<file path="config.mk">
export PLATFORM = sky130hd
export DESIGN_NAME = mpb_uart_tx
export DESIGN_NICKNAME = d
export VERILOG_FILES = /design/src/rtl/mpbt_pkg.sv /design/src/rtl/mpbt_baud_div.sv /design/src/rtl/mpbt_regs.sv /design/src/rtl/mpbt_shifter.sv /design/src/rtl/mpb_uart_tx.sv
export SDC_FILE = /design/constraint.sdc
export NUM_CORES = 1
export LEC_CHECK = 0
export ABC_CLOCK_PERIOD_IN_PS = 2450
export CAP_MARGIN = 20
export CORE_MARGIN = 1.5
export CORE_UTILIZATION = 40
export CTS_CLUSTER_DIAMETER = 30
export DETAILED_ROUTE_END_ITERATION = 6
export PLACE_DENSITY = 0.67
export SLEW_MARGIN = 20
export SYNTH_ARGS = -nofsm -noshare
export SYNTH_HDL_FRONTEND = slang
export SYNTH_SLANG_ARGS = --single-unit
</file>
<file path="constraint.sdc">
create_clock -name clk -period 2.45 [get_ports clk]
set_clock_uncertainty 0.2 [all_clocks]
set_input_delay 0.3675 -clock clk [delete_from_list [all_inputs] [get_ports clk]]
set_output_delay 0.3675 -clock clk [all_outputs]
set_load 0.005 [all_outputs]
</file>
<file path="src/rtl/mpbt_pkg.sv">
package mpbt_pkg;
   localparam int REG_W = 8;

   localparam logic [1:0] ADDR_DATA = 2'd0;
   localparam logic [1:0] ADDR_STAT = 2'd1;
   localparam logic [1:0] ADDR_CTRL = 2'd2;

   localparam int STAT_EMPTY = 7;
   localparam int STAT_END   = 2;
   localparam int STAT_MPB   = 0;

   localparam int CTRL_EN    = 0;
   localparam int CTRL_SHORT = 1;
   localparam int CTRL_TWO   = 2;
   localparam int CTRL_PAR   = 3;
   localparam int CTRL_BRK   = 4;

   typedef struct packed {
      logic short_data;
      logic two_stop;
   } fmt_t;
endpackage

</file>
<file path="src/rtl/mpbt_baud_div.sv">
module mpbt_baud_div #(
   parameter int DIV_W = 16
) (
   input  logic             clk,
   input  logic             rst_n,
   input  logic             clr,
   input  logic [DIV_W-1:0] div,
   output logic             tick
);
   logic [DIV_W-1:0] cnt_q;

   assign tick = (cnt_q == div);

   always_ff @(posedge clk or negedge rst_n) begin
      if (!rst_n)
         cnt_q <= '0;
      else if (clr || tick)
         cnt_q <= '0;
      else
         cnt_q <= cnt_q + DIV_W'(1);
   end
endmodule

</file>
<file path="src/rtl/mpbt_regs.sv">
module mpbt_regs
   import mpbt_pkg::*;
#(
   parameter int DATA_W   = 8,
   parameter bit SHORT_EN = 1'b1
) (
   input  logic              clk,
   input  logic              rst_n,
   input  logic              reg_wr,
   input  logic [1:0]        reg_addr,
   input  logic [REG_W-1:0]  reg_wdata,
   output logic [REG_W-1:0]  reg_rdata,
   input  logic              svc_wr,
   input  logic [DATA_W-1:0] svc_data,
   input  logic              load,
   input  logic              end_set,
   output logic [DATA_W-1:0] data_q,
   output logic              empty_q,
   output logic              end_q,
   output logic              mpb_q,
   output logic              en_q,
   output logic              brk_q,
   output fmt_t              fmt
);
   logic wr_data, wr_stat, wr_ctrl;
   logic two_q, par_q, short_q;

   assign wr_data = reg_wr && (reg_addr == ADDR_DATA);
   assign wr_stat = reg_wr && (reg_addr == ADDR_STAT);
   assign wr_ctrl = reg_wr && (reg_addr == ADDR_CTRL);

   always_ff @(posedge clk or negedge rst_n) begin
      if (!rst_n)
         data_q <= '0;
      else if (svc_wr)
         data_q <= svc_data;
      else if (wr_data)
         data_q <= reg_wdata[DATA_W-1:0];
   end

   always_ff @(posedge clk or negedge rst_n) begin
      if (!rst_n) begin
         empty_q <= 1'b1;
         mpb_q   <= 1'b0;
      end else begin
         if (wr_stat)
            mpb_q <= reg_wdata[STAT_MPB];
         if (load)
            empty_q <= 1'b1;
         else if (svc_wr)
            empty_q <= 1'b0;
         else if (wr_stat && !reg_wdata[STAT_EMPTY])
            empty_q <= 1'b0;
      end
   end

   always_ff @(posedge clk or negedge rst_n) begin
      if (!rst_n)
         end_q <= 1'b0;
      else if (load)
         end_q <= 1'b0;
      else if (end_set)
         end_q <= 1'b1;
   end

   always_ff @(posedge clk or negedge rst_n) begin
      if (!rst_n) begin
         en_q  <= 1'b0;
         two_q <= 1'b0;
         par_q <= 1'b0;
         brk_q <= 1'b0;
      end else if (wr_ctrl) begin
         en_q  <= reg_wdata[CTRL_EN];
         two_q <= reg_wdata[CTRL_TWO];
         par_q <= reg_wdata[CTRL_PAR];
         brk_q <= reg_wdata[CTRL_BRK];
      end
   end

   generate
      if (SHORT_EN) begin : g_short
         always_ff @(posedge clk or negedge rst_n) begin
            if (!rst_n)
               short_q <= 1'b0;
            else if (wr_ctrl)
               short_q <= reg_wdata[CTRL_SHORT];
         end
      end else begin : g_no_short
         assign short_q = 1'b0;
      end
   endgenerate

   assign fmt.short_data = short_q;
   assign fmt.two_stop   = two_q;

   always_comb begin
      reg_rdata = '0;
      unique case (reg_addr)
         ADDR_DATA: reg_rdata[DATA_W-1:0] = data_q;
         ADDR_STAT: begin
            reg_rdata[STAT_EMPTY] = empty_q;
            reg_rdata[STAT_END]   = end_q;
            reg_rdata[STAT_MPB]   = mpb_q;
         end
         ADDR_CTRL: begin
            reg_rdata[CTRL_EN]    = en_q;
            reg_rdata[CTRL_SHORT] = short_q;
            reg_rdata[CTRL_TWO]   = two_q;
            reg_rdata[CTRL_PAR]   = par_q;
            reg_rdata[CTRL_BRK]   = brk_q;
         end
         default: reg_rdata = '0;
      endcase
   end
endmodule

</file>
<file path="src/rtl/mpbt_shifter.sv">
module mpbt_shifter
   import mpbt_pkg::*;
#(
   parameter int DATA_W = 8
) (
   input  logic              clk,
   input  logic              rst_n,
   input  logic              tx_en,
   input  logic              empty,
   input  logic [DATA_W-1:0] data,
   input  logic              mpb,
   input  fmt_t              fmt,
   input  logic              tick,
   output logic              load,
   output logic              end_set,
   output logic              busy,
   output logic              bit_out
);
   localparam int FRAME_W = DATA_W + 4;
   localparam int CNT_W   = $clog2(FRAME_W + 1);

   logic [FRAME_W-1:0] frame, sr_q;
   logic [CNT_W-1:0]   nd, len, left_q;
   logic               last;

   assign nd  = fmt.short_data ? CNT_W'(DATA_W - 1) : CNT_W'(DATA_W);
   assign len = CNT_W'(2) + nd + (fmt.two_stop ? CNT_W'(2) : CNT_W'(1));

   // start bit, data slots, multiprocessor slot, stop fill
   generate
      for (genvar i = 0; i < FRAME_W; i++) begin : g_bit
         if (i == 0) begin : g_start
            assign frame[i] = 1'b0;
         end else if (i <= DATA_W) begin : g_data
            assign frame[i] = (CNT_W'(i) <= nd) ? data[i-1] :
                              (CNT_W'(i) == nd + CNT_W'(1)) ? mpb : 1'b1;
         end else begin : g_tail
            assign frame[i] = (CNT_W'(i) == nd + CNT_W'(1)) ? mpb : 1'b1;
         end
      end
   endgenerate

   assign last    = busy && tick && (left_q == CNT_W'(1));
   assign load    = tx_en && !empty && (!busy || last);
   assign end_set = tx_en && last && !load;
   assign bit_out = sr_q[0];

   always_ff @(posedge clk or negedge rst_n) begin
      if (!rst_n) begin
         busy   <= 1'b0;
         sr_q   <= '1;
         left_q <= '0;
      end else if (!tx_en) begin
         busy   <= 1'b0;
         sr_q   <= '1;
         left_q <= '0;
      end else if (load) begin
         busy   <= 1'b1;
         sr_q   <= frame;
         left_q <= len;
      end else if (busy && tick) begin
         sr_q   <= {1'b1, sr_q[FRAME_W-1:1]};
         left_q <= left_q - CNT_W'(1);
         if (left_q == CNT_W'(1))
            busy <= 1'b0;
      end
   end
endmodule

</file>
<file path="src/rtl/mpb_uart_tx.sv">
module mpb_uart_tx
   import mpbt_pkg::*;
#(
   parameter int DATA_W   = 8,
   parameter int DIV_W    = 16,
   parameter bit SHORT_EN = 1'b1
) (
   input  logic              clk,
   input  logic              rst_n,
   input  logic [DIV_W-1:0]  baud_div,
   input  logic              reg_wr,
   input  logic [1:0]        reg_addr,
   input  logic [REG_W-1:0]  reg_wdata,
   output logic [REG_W-1:0]  reg_rdata,
   input  logic              svc_wr,
   input  logic [DATA_W-1:0] svc_data,
   output logic              irq_empty,
   output logic              txd
);
   generate
      if (DATA_W < 5 || DATA_W > REG_W) begin : g_bad_data_w
         $error("mpb_uart_tx: DATA_W must lie in 5..8");
      end
      if (DIV_W < 1 || DIV_W > 32) begin : g_bad_div_w
         $error("mpb_uart_tx: DIV_W must lie in 1..32");
      end
   endgenerate

   logic [DATA_W-1:0] data_q;
   logic              tdre, tend, mpb, tx_en, brk;
   logic              load, end_set, busy, bit_out, tick;
   fmt_t              fmt;

   mpbt_regs #(.DATA_W(DATA_W), .SHORT_EN(SHORT_EN)) i_regs (
      .clk       (clk),
      .rst_n     (rst_n),
      .reg_wr    (reg_wr),
      .reg_addr  (reg_addr),
      .reg_wdata (reg_wdata),
      .reg_rdata (reg_rdata),
      .svc_wr    (svc_wr),
      .svc_data  (svc_data),
      .load      (load),
      .end_set   (end_set),
      .data_q    (data_q),
      .empty_q   (tdre),
      .end_q     (tend),
      .mpb_q     (mpb),
      .en_q      (tx_en),
      .brk_q     (brk),
      .fmt       (fmt)
   );

   mpbt_baud_div #(.DIV_W(DIV_W)) i_div (
      .clk   (clk),
      .rst_n (rst_n),
      .clr   (load || !busy),
      .div   (baud_div),
      .tick  (tick)
   );

   mpbt_shifter #(.DATA_W(DATA_W)) i_shift (
      .clk     (clk),
      .rst_n   (rst_n),
      .tx_en   (tx_en),
      .empty   (tdre),
      .data    (data_q),
      .mpb     (mpb),
      .fmt     (fmt),
      .tick    (tick),
      .load    (load),
      .end_set (end_set),
      .busy    (busy),
      .bit_out (bit_out)
   );

   assign irq_empty = tdre && tx_en;
   assign txd       = !tx_en ? !brk : (busy ? bit_out : 1'b1);
endmodule

</file>
---- After elaboration in Yosys (flattened, before gate mapping) ----
Cells that the tools add are included.
operators by class
  add/subtract/negate cells ............... 5
  order comparisons ....................... 8
  equal/unequal tests ..................... 17
  multiplexer cells ....................... 47
  reductions and logical operators ........ 24
operators with widths
  cell                                                                             count
  12-bit two-way mux                                                               3
  1-bit two-way mux                                                                30
  16-bit by 1-bit adder with 16-bit output, second input constant                  1
  16-bit == test                                                                   1
  3-bit by 4-bit == test with 1-bit output, first input constant                   4
  4-bit == test, first input constant                                              4
  3-bit by 4-bit less-or-equal comparator with 1-bit output, first input constant  4
  16-bit two-way mux                                                               1
  4-bit two-way mux                                                                4
  8-bit two-way mux                                                                2
  1-bit logical AND                                                                11
  2-bit by 4-bit == test with 1-bit output, first input constant                   2
  2-bit by 4-bit less-or-equal comparator with 1-bit output, first input constant  2
  3-bit by 1-bit inequality test with 1-bit output, second input constant          2
  1-bit case mux with 3 select lines                                               2
  1-bit zero test                                                                  5
  2-bit by 4-bit adder with 4-bit output, first input constant                     1
  4-bit by 1-bit adder with 4-bit output, second input constant                    1
  4-bit adder                                                                      1
  1-bit by 4-bit == test with 1-bit output, first input constant                   1
  4-bit by 1-bit == test with 1-bit output, second input constant                  1
  1-bit by 4-bit less-or-equal comparator with 1-bit output, first input constant  1
  4-bit less-or-equal comparator, first input constant                             1
  2-bit two-way mux                                                                2
  10 further kinds                                                                 14
storage, ports and cells
  register bits ........................... 49

---- Depth between registers and ports, before layout ----
Gate-level depths: netlist (run 1).
  depth in word-level cells ............... 9
  depth in mapped cells ................... 7

---- Cells and area by module ----
From an unflattened synthesis (run 1), not the netlist that was laid out.
unflattened totals
  cells, all modules ...................... 292
  area total of the unflattened synthesis .. 2914.0 µm²
by module, submodules not included
  module         instances  cells each  area an instance (µm²)
  mpbt_shifter   1          110         1054.8
  mpbt_baud_div  1          100         982.2
  mpbt_regs      1          78          837.1
  mpb_uart_tx    1          4           40.0

---- Worst setup path after synthesis (run 1) ----
Ideal clock, no wire load.
  kind .................................... register -> register
  start ................................... register i_div.cnt_q[11]
  end ..................................... register i_regs.end_q
  library setup time ...................... 0.121 ns
  arrival ................................. 1.739 ns
  slack ................................... 0.390 ns
  stages on the path, launching flop included .. 7
  period minus slack after synthesis ...... 2.060 ns
  cell sequence ........................... dfrtp_1 -> xor2_1 -> nor4_2 -> and4_4 -> nand2_2 -> mux2_4 -> a22o_1
on the way
  longest elaborated chain between the ends .. 8
  elaborated cells between the ends (all ways) .. 10
  those cells by class .................... eq/ne (1); mux (1); reduce/logical (8)
ends and longest elaborated chain
  what                               line                 text
  start, declared                    mpbt_baud_div.sv:10  logic [DIV_W-1:0] cnt_q;
  start signal, assigned             mpbt_baud_div.sv:20  cnt_q <= cnt_q + DIV_W'(1);
  16-bit == test *                   mpbt_baud_div.sv:12  assign tick = (cnt_q == div);
  1-bit logical AND * (2 in series)  mpbt_shifter.sv:43   assign last = busy && tick && (left_q == CNT_W'(1));
  1-bit logical OR                   mpbt_shifter.sv:44   assign load = tx_en && !empty && (!busy || last);
  1-bit logical AND                  mpbt_shifter.sv:44
  1-bit zero test                    mpbt_shifter.sv:45   assign end_set = tx_en && last && !load;
  1-bit logical AND                  mpbt_shifter.sv:45
  2-bit nonzero test (no line)       n/a
  end signal, assigned               mpbt_regs.sv:59      end_q <= 1'b0;
  end signal, assigned               mpbt_regs.sv:61      end_q <= 1'b0;
  end signal, assigned               mpbt_regs.sv:63      end_q <= 1'b1;
  end, declared                      mpbt_regs.sv:19      output logic end_q,
Mark *: on every way between the ends. The rest lies on a longest branch, timed or not.
A chain may end at the register's enable or synchronous reset.

---- Final worst setup path (run 1) ----
  start ................................... input port reg_addr[1]
  end ..................................... output port reg_rdata[6]
on the way
  longest elaborated chain between the ends .. 2
ends and longest elaborated chain
  what               line               text
  start, declared    mpb_uart_tx.sv:12  input logic [1:0] reg_addr,
  2-bit zero test    mpbt_regs.sv:98    unique case (reg_addr)
  2-bit two-way mux  mpbt_regs.sv:98
  end, declared      mpb_uart_tx.sv:14  output logic [REG_W-1:0] reg_rdata,
No other way between the ends.

==> impl_metrics.py, run 1 <==
metrics = {
    "status": {
        "status": "finished, final reports clean",
    },
    "finish": {
        "design_area_sq_um": 3420,
        "syn2layout_area_growth_pct": 29.8,
        "commonest_cells_after_routing_fill_and_taps_aside": "sky130_fd_sc_hd__clkdlybuf4s50_1 (45), sky130_fd_sc_hd__dfrtp_1 (36), sky130_fd_sc_hd__nand2_1 (32)",
        "most_common_cell_after_layout_fill_and_taps_aside": "sky130_fd_sc_hd__clkdlybuf4s50_1",
        "final_nets": 370,
        "drive_above_1_share": 0.166,
        "antennaDiodeCount": 0,
    },
    "pwr": {
        "finalPower_mw": 2.57,
        "cellPowerDensity_nw_per_um2": 751,
        "vdd_ir_drop_max_mv": 0.390,
        "cellLeakagePower_nw": 1.45,
    },
    "yosys": {
        "yosys.area_share.simple": 0.176,
        "yosys-mux-area-fraction": 0.0929,
        "post_synth_fa_ha_maj_area_fraction": 0.0332,
        "netlist_area_sq_um": 2640,
        "synth_sequential_area_ratio": 0.451,
        "synth_xor_area_frac": 0.0863,
        "post_synth_inst_count": 266,
        "largest_family_of_logic_cells_by_synthesized_area": "simple AND/OR/NAND/NOR gates",
        "synth.ff_latch_count": 47,
        "mappedNetlistNets": 311,
        "number_of_distinct_library_cells_after_synthesis": 42,
        "synth_compound_area_frac": 0.129,
        "synth.avg_cell_area_sq_um": 9.92,
        "ys_warn_count": 0,
    },
    "global_route": {
        "first_global_vias": 2205,
        "overflow": 0,
        "track_usage": 0.178,
        "globalRouteMet1Util": 0.233,
        "grt_start_max_net_pins": 26,
        "gr-max-usage-layer": "met2",
        "grt_first_pass_wirelength_um": 10100,
        "initial_antenna_violation_count": 0,
        "grt_util_met3": 0.0315,
        "globalRouteMet2Util": 0.305,
    },
    "route": {
        "route.detailed.vias_per_inst": 5.22,
        "post_route_drc": 0,
        "firstDrtPassIters": 4,
        "drt_iter0_markers": 154,
        "num_vias": 2104,
        "final_routed_wirelength_across_all_metal_layers_um": 5740,
        "drtAntennaViolNets": 0,
        "routed_wire_per_std_cell_um": 14.2,
    },
    "floorplan": {
        "die_w_um": 84.2,
        "core_sq_um": 6350,
        "floorplan.initialDensity": 0.416,
        "fp-row-count": 29,
        "top_level_ports": 48,
        "die_height_um": 84.2,
        "die_area_sq_um": 7090,
    },
    "placed_design": {
        "final_weighted_congestion_in_routability_driven_placement": 0.822,
        "count_of_buffers_from_port_buffering": 47,
        "dp_hpwl_um": 4460,
        "dpl_cell_area_sq_um": 3300,
    },
    "clocking": {
        "worst_skew_pair.late_latency_ns": 0.30,
        "cts.htree.levels": 2,
        "clockRootBuffer": "sky130_fd_sc_hd__clkbuf_8",
        "clkTransAtPathRegs_ns": 0.09,
        "post_cts.repair.setup_buffers": 0,
        "clk_sink_count": 47,
        "cts_tree": "built",
        "tritoncts.num_buffers": 5,
        "cts_buffer_depth": 2,
    },
    "worst_setup_path": {
        "crit_path_end_kind": "primary output",
        "arrival_time_at_the_worst_endpoint_ns": 1.79,
        "reg2regPathDepth": 6,
        "setup.reg_to_reg.worst_slack_ns": 0.27,
        "worstSetupPathType": "primary input to primary output",
        "r2r_end": "i_regs.end_q",
        "start_kind": "primary input",
        "critPathMaxFanout": 8,
        "r2r_start": "i_div.cnt_q[5]",
        "required_time_at_the_endpoint_of_the_critical_path_ns": 1.88,
    },
    "sta": {
        "grt_setup_unrepaired": "no",
        "timing.hold.ws_ns": 0.268,
        "final_count_of_pins_violating_max_slew": 0,
        "final_setup_tns_ns": 0,
        "maxClockFrequency_mhz": 425,
        "timing.final.setup_violations": 0,
        "max_slew.worst_pin.slew_ns": 0.560,
        "max-slew-margin-rel": 0.627,
        "layout_worst_path_cycle_share": 0.961,
        "finalCriticalPeriod_ns": 2.35,
        "timing.final.hold_violations": 0,
    },
    "job": {
        "max_cap_check_violation_count": 0,
    },
    "min_path": {
        "holdPathEnd": "i_shift.sr_q[6]",
        "hold_path.class": "flop to flop",
        "min-delay-start": "i_shift.sr_q[6]",
        "whs_path_depth": 2,
    },
}
## cell families (layout without fill, tap and decap cells)
family / after synthesis / after routing
multiplexers: 23 / 23
AO/OA/AOI/OAI: 52 / 52
flip-flops: 47 / 47
adder cells (fa/ha/maj): 7 / 7
AND/OR/NAND/NOR: 91 / 91
buffers and inverters: 20 / 80
XOR/XNOR: 26 / 26
## routing by layer
metal	up-vias	wire length (um)
met4	0	74
met3	8	184
li1	1048	-
met2	27	2930
met5	-	0
met1	1021	2550
## final cells by class
type                       count  area [sq um]
clock buffer                   5          68.8
clock inverter                 3          47.5
fill                         559          2930
inverter                      10          37.5
multi-input combinational    199          1370
sequential                    47          1190
tap                           77          96.3
timing repair buffer          62           617
## where the power goes
part	leakage (nW)	internal, mW	switching [mW]
Combinational	0.807	0.440	0.412
Sequential	0.584	0.991	0.151
Clock	0.0587	0.309	0.268
Total	1.45	1.74	0.832
## per-stage QoR
stage / instances / utilization / setup WS (ns)
2_1_floorplan: 266 / - / 0.390
3_3_place_gp: 394 / 0.519 / -0.0577
3_5_place_dp: 394 / 0.519 / -0.0885
4_1_cts: 403 / 0.539 / 0.0885
5_1_grt: 403 / 0.539 / 0.0176
6_report: 403 / 0.539 / 0.0959
## critical path, stage by stage
cell and delay (ns):
sky130_fd_sc_hd__clkdlybuf4s50_1 0.42, sky130_fd_sc_hd__buf_4 0.18, sky130_fd_sc_hd__nor2_1 0.18, sky130_fd_sc_hd__and2_1 0.15, sky130_fd_sc_hd__clkdlybuf4s50_1 0.49
## worst max-delay path by stage
stage	from	slack, ns	end	depth (start not counted)
floorplan	i_div.cnt_q[11]	0.39	i_regs.end_q	6
global placement	baud_div[5]	-0.06	i_regs.end_q	7
detailed placement	baud_div[5]	-0.09	i_regs.end_q	7
CTS	reg_addr[1]	0.09	reg_rdata[6]	5
global route	reg_addr[1]	0.02	reg_rdata[5]	5
finish	reg_addr[1]	0.1	reg_rdata[6]	5
## cell usage after synthesis
cell | count | share of area
sky130_fd_sc_hd__and4_4 | 1 | 0.0043
sky130_fd_sc_hd__xnor2_1 | 6 | 0.020
sky130_fd_sc_hd__nor3b_2 | 1 | 0.0047
sky130_fd_sc_hd__ha_1 | 7 | 0.033
sky130_fd_sc_hd__inv_1 | 10 | 0.014
sky130_fd_sc_hd__a311o_2 | 1 | 0.0043
sky130_fd_sc_hd__nand2b_1 | 2 | 0.0047
sky130_fd_sc_hd__mux2_4 | 1 | 0.0057
sky130_fd_sc_hd__nand4_1 | 2 | 0.0047
sky130_fd_sc_hd__nand3b_1 | 2 | 0.0057
sky130_fd_sc_hd__buf_2 | 4 | 0.0076
sky130_fd_sc_hd__dfstp_2 | 11 | 0.11
sky130_fd_sc_hd__mux2i_1 | 14 | 0.053
sky130_fd_sc_hd__nand2_2 | 1 | 0.0024
sky130_fd_sc_hd__mux2_2 | 8 | 0.034
sky130_fd_sc_hd__o221ai_1 | 2 | 0.0066
sky130_fd_sc_hd__a22o_1 | 1 | 0.0033
sky130_fd_sc_hd__and4_1 | 1 | 0.0033
sky130_fd_sc_hd__o21a_1 | 2 | 0.0057
sky130_fd_sc_hd__or3_1 | 4 | 0.0095
sky130_fd_sc_hd__nor4_1 | 1 | 0.0024
sky130_fd_sc_hd__o22ai_1 | 9 | 0.021
sky130_fd_sc_hd__nor3_1 | 3 | 0.0057
sky130_fd_sc_hd__dfrtp_1 | 36 | 0.34
sky130_fd_sc_hd__or4_1 | 1 | 0.0028
sky130_fd_sc_hd__a211oi_4 | 1 | 0.0076
sky130_fd_sc_hd__a41oi_4 | 1 | 0.010
sky130_fd_sc_hd__buf_4 | 1 | 0.0028
sky130_fd_sc_hd__nor2b_1 | 1 | 0.0024
sky130_fd_sc_hd__clkbuf_1 | 5 | 0.0071
sky130_fd_sc_hd__and2_1 | 4 | 0.0095
sky130_fd_sc_hd__a21oi_1 | 7 | 0.013
sky130_fd_sc_hd__o21ai_0 | 16 | 0.030
sky130_fd_sc_hd__and3_1 | 3 | 0.0071
sky130_fd_sc_hd__xor2_1 | 20 | 0.066
sky130_fd_sc_hd__nand3_1 | 5 | 0.0095
sky130_fd_sc_hd__nor2_1 | 23 | 0.033
sky130_fd_sc_hd__nor4_2 | 4 | 0.019
sky130_fd_sc_hd__nand2_1 | 32 | 0.046
sky130_fd_sc_hd__a211o_1 | 1 | 0.0033
sky130_fd_sc_hd__o21ai_1 | 9 | 0.017
sky130_fd_sc_hd__o31ai_1 | 2 | 0.0057
## flip-flops by register name, indices dropped and copies added (netlist names), 4 cells and up
register,cells
i_shift.left_q,4
i_div.cnt_q,16
i_shift.sr_q,10
i_regs.data_q,8
## timing repair
item                       CTS  global route
setup endpoints to repair    3             2
hold buffers                 1             0
gates resized for setup      1             1
hold endpoints to repair    22             0
Note: power is estimated with default switching activity, not from simulation.
==> run 2, diff against run 1 <==
--- a/config.mk
+++ b/config.mk
@@ -5,13 +5,15 @@
 export SDC_FILE = /design/constraint.sdc
 export NUM_CORES = 1
 export LEC_CHECK = 0
+export ABC_AREA = 1
 export ABC_CLOCK_PERIOD_IN_PS = 2450
 export CAP_MARGIN = 20
 export CORE_MARGIN = 1.5
 export CORE_UTILIZATION = 40
 export CTS_CLUSTER_DIAMETER = 30
 export DETAILED_ROUTE_END_ITERATION = 6
-export PLACE_DENSITY = 0.67
+export HOLD_SLACK_MARGIN = 0.08
+export PLACE_DENSITY = 0.66
 export SLEW_MARGIN = 20
 export SYNTH_ARGS = -nofsm -noshare
 export SYNTH_HDL_FRONTEND = slang
==> impl_metrics.py, run 2 <==
metrics = {
    "placed_design": {
        "final_weighted_congestion_in_routability_driven_placement": 0.821,
        "count_of_buffers_from_port_buffering": 47,
        "dpl_cell_area_sq_um": 3500,
        "dp_hpwl_um": 5210,
        "placedCellCount": 550,
    },
    "finish": {
        "syn2layout_area_growth_pct": 29.1,
        "design_area_sq_um": 3650,
        "largest_registers": "i_div.cnt_q (16), i_shift.sr_q (10), i_regs.data_q (8)",
        "most_common_cell_after_layout_fill_and_taps_aside": "sky130_fd_sc_hd__nand2_1",
        "post_layout_nonfiller_instances": 561,
        "number_of_flip_flops_in_the_largest_register": 16,
        "register_with_the_most_flip_flops": "i_div.cnt_q",
        "commonest_cells_after_routing_fill_and_taps_aside": "sky130_fd_sc_hd__nand2_1 (133), sky130_fd_sc_hd__inv_1 (60), sky130_fd_sc_hd__clkdlybuf4s50_1 (46)",
        "final_nets": 509,
        "drive_above_1_share": 0.114,
        "filler_cell_count": 659,
        "antennaDiodeCount": 0,
    },
    "yosys": {
        "number_of_distinct_library_cells_after_synthesis": 37,
        "netlist.top_cell.by_area": "sky130_fd_sc_hd__dfrtp_1",
        "mappedNetlistNets": 445,
        "synth_sequential_area_ratio": 0.421,
        "yosys-top-cells-count": "sky130_fd_sc_hd__nand2_1 (133), sky130_fd_sc_hd__inv_1 (60), sky130_fd_sc_hd__nor2_1 (38), sky130_fd_sc_hd__dfrtp_1 (36), sky130_fd_sc_hd__nand3_1 (28)",
        "synth_edf_count": 0,
        "synth_most_common_cell": "sky130_fd_sc_hd__nand2_1",
        "synth.ff_latch_count": 47,
        "netlist_top_cells_area": "sky130_fd_sc_hd__dfrtp_1 (32%), sky130_fd_sc_hd__nand2_1 (18%), sky130_fd_sc_hd__dfstp_2 (10%), sky130_fd_sc_hd__inv_1 (8.0%), sky130_fd_sc_hd__nor2_1 (5.0%)",
        "post_synth_inst_count": 400,
        "ys_warn_count": 0,
        "netlist_area_sq_um": 2830,
        "asyncSetResetFlopFracSynth": 1.00,
        "synth.top_cell.area_share": 0.318,
        "ys_dominant_reg_cell": "sky130_fd_sc_hd__dfrtp_1",
        "synth.avg_cell_area_sq_um": 7.07,
    },
    "clocking": {
        "worst_skew_pair.late_latency_ns": 0.30,
        "cts.htree.levels": 2,
        "cts_tree": "built",
        "clkTransAtPathRegs_ns": 0.09,
        "cts_buffer_depth": 2,
        "tritoncts.num_buffers": 5,
        "clockRootBuffer": "sky130_fd_sc_hd__clkbuf_8",
        "clk_sink_count": 47,
    },
    "pwr": {
        "cellPowerDensity_nw_per_um2": 655,
        "cellLeakagePower_nw": 1.78,
        "vdd_ir_drop_max_mv": 0.278,
    },
    "sta": {
        "timing.final.hold_violations": 0,
        "maxClockFrequency_mhz": 416,
        "finalCriticalPeriod_ns": 2.40,
        "final_setup_tns_ns": 0,
        "layout_worst_path_cycle_share": 0.981,
        "timing.final.setup_violations": 0,
        "final_count_of_pins_violating_max_slew": 0,
        "grt_setup_unrepaired": "yes",
        "max-slew-margin-rel": 0.641,
        "max_slew.worst_pin.slew_ns": 0.538,
    },
    "route": {
        "drt_iter0_markers": 143,
        "drtAntennaViolNets": 0,
        "post_route_drc": 0,
        "final_routed_wirelength_across_all_metal_layers_um": 6760,
        "routed_wire_per_std_cell_um": 12.0,
        "firstDrtPassIters": 4,
        "num_vias": 2654,
        "route.detailed.vias_per_inst": 4.73,
    },
    "min_path": {
        "hold_path.class": "flop to flop",
    },
    "job": {
        "max_cap_check_violation_count": 0,
    },
    "worst_setup_path": {
        "slowest_delay_ns": 0.53,
        "critPathSlowestCell": "sky130_fd_sc_hd__clkdlybuf4s50_1",
        "critical_path.cell_chain": "clkdlybuf4s50_1, inv_1, nor2_2, inv_1, o221ai_1, clkdlybuf4s50_1",
        "start_kind": "primary input",
        "critPathMaxFanout": 4,
        "crit_path_end_kind": "primary output",
        "worstSetupPathType": "primary input to primary output",
        "worst-path-buf-inv": 4,
        "path_delay_family": "buffers and inverters",
        "arrival_time_at_the_worst_endpoint_ns": 1.84,
        "required_time_at_the_endpoint_of_the_critical_path_ns": 1.88,
    },
    "floorplan": {
        "fp-row-count": 30,
        "core_sq_um": 6830,
        "die_w_um": 87.1,
        "floorplan.initialDensity": 0.414,
        "die_area_sq_um": 7590,
        "die_height_um": 87.1,
        "top_level_ports": 48,
    },
    "global_route": {
        "grt_first_pass_wirelength_um": 11600,
        "grt_start_max_net_pins": 26,
        "first_global_vias": 2623,
        "overflow": 0,
        "track_usage": 0.194,
        "initial_antenna_violation_count": 0,
    },
    "status": {
        "status": "finished, final reports clean",
    },
}
## run 2: cell count changes after synthesis, moves of 5 or more
cell / before / now
sky130_fd_sc_hd__xnor2_1: 6 / 1
sky130_fd_sc_hd__inv_1: 10 / 60
sky130_fd_sc_hd__nor2_1: 23 / 38
sky130_fd_sc_hd__o21ai_1: 9 / 1
sky130_fd_sc_hd__mux2_2: 8 / 1
sky130_fd_sc_hd__nand2_1: 32 / 133
sky130_fd_sc_hd__nand3_1: 5 / 28
sky130_fd_sc_hd__mux2i_1: 14 / 0
sky130_fd_sc_hd__xor2_1: 20 / 4
sky130_fd_sc_hd__o22ai_1: 9 / 2
## run 2: metal layers
metal  global-route usage  vias up  part of all wire
li1                     -     1381                 -
met1                0.251     1186              0.47
met2                0.332       77              0.46
met3               0.0360       10             0.053
met4               0.0534        0             0.014
met5                    0        -                 0
## run 2: worst paths after layout
kind                              endpoint  depth (start not counted)             from  slack [ns]
min                        i_shift.sr_q[3]                          2  i_shift.sr_q[3]        0.27
max                           reg_rdata[2]                          6      reg_addr[1]        0.05
max reg2reg                i_div.cnt_q[14]                         13   i_div.cnt_q[0]        0.21
min reg2reg                i_shift.sr_q[3]                          2  i_shift.sr_q[3]        0.27
min in group asynchronous   i_div.cnt_q[5]                          2            rst_n        0.37
max in group asynchronous  i_shift.sr_q[2]                          3            rst_n        1.08
## run 2: cell type report
cell class,instances,area [sq um],area share
multi-input cells,280,1370,0.374
clock buffers,5,68.8,0.0188
flip-flops and latches,47,1190,0.326
inverters,67,251,0.0688
well taps,96,120,0.0329
repair buffers,63,613,0.168
clock inverters,3,43.8,0.0120
## run 2: worst min-delay path: cells and delay by family (launching register included)
kind,cells,cell delay (ns)
DFF,1,0.38
and+or+nand+nor,2,0.10
## run 2: through the flow
step                 util  power (mW)  hold slack, ns  setup WS (ns)
CTS                 0.531        2.38           0.273         0.0309
global route        0.535        2.55           0.283        -0.0286
finish              0.535        2.39           0.272         0.0461
floorplan               -        1.50          -0.128          0.479
detailed placement  0.513        1.80           0.190        0.00758
global placement    0.513        1.78           0.195         0.0413
## run 2: kinds of logic (layout without fill, tap and decap cells)
family | after synthesis | in the layout | share of synthesized area
simple gates | 225 | 225 | 0.336
buf+inv | 73 | 138 | 0.100
flops | 47 | 47 | 0.421
compound gates | 42 | 42 | 0.0924
fa+ha+maj | 7 | 7 | 0.0310
xor+xnor | 5 | 5 | 0.0155
mux | 1 | 1 | 0.00398
## run 2: timing repair
item                                    CTS  global route
pin swaps                                 0             0
hold endpoints to repair                 17             0
resized for setup                         1             3
hold buffers                              1             0
buffers inserted                          0             2
endpoints found under the setup margin    2             6
## run 2: where the power goes
| group | total [mW] | switching (mW) | internal (mW) |
|---|---|---|---|
| clock | 0.584 | 0.279 | 0.304 |
| combinational | 0.726 | 0.393 | 0.332 |
| sequential | 1.08 | 0.114 | 0.969 |
| total | 2.39 | 0.786 | 1.61 |
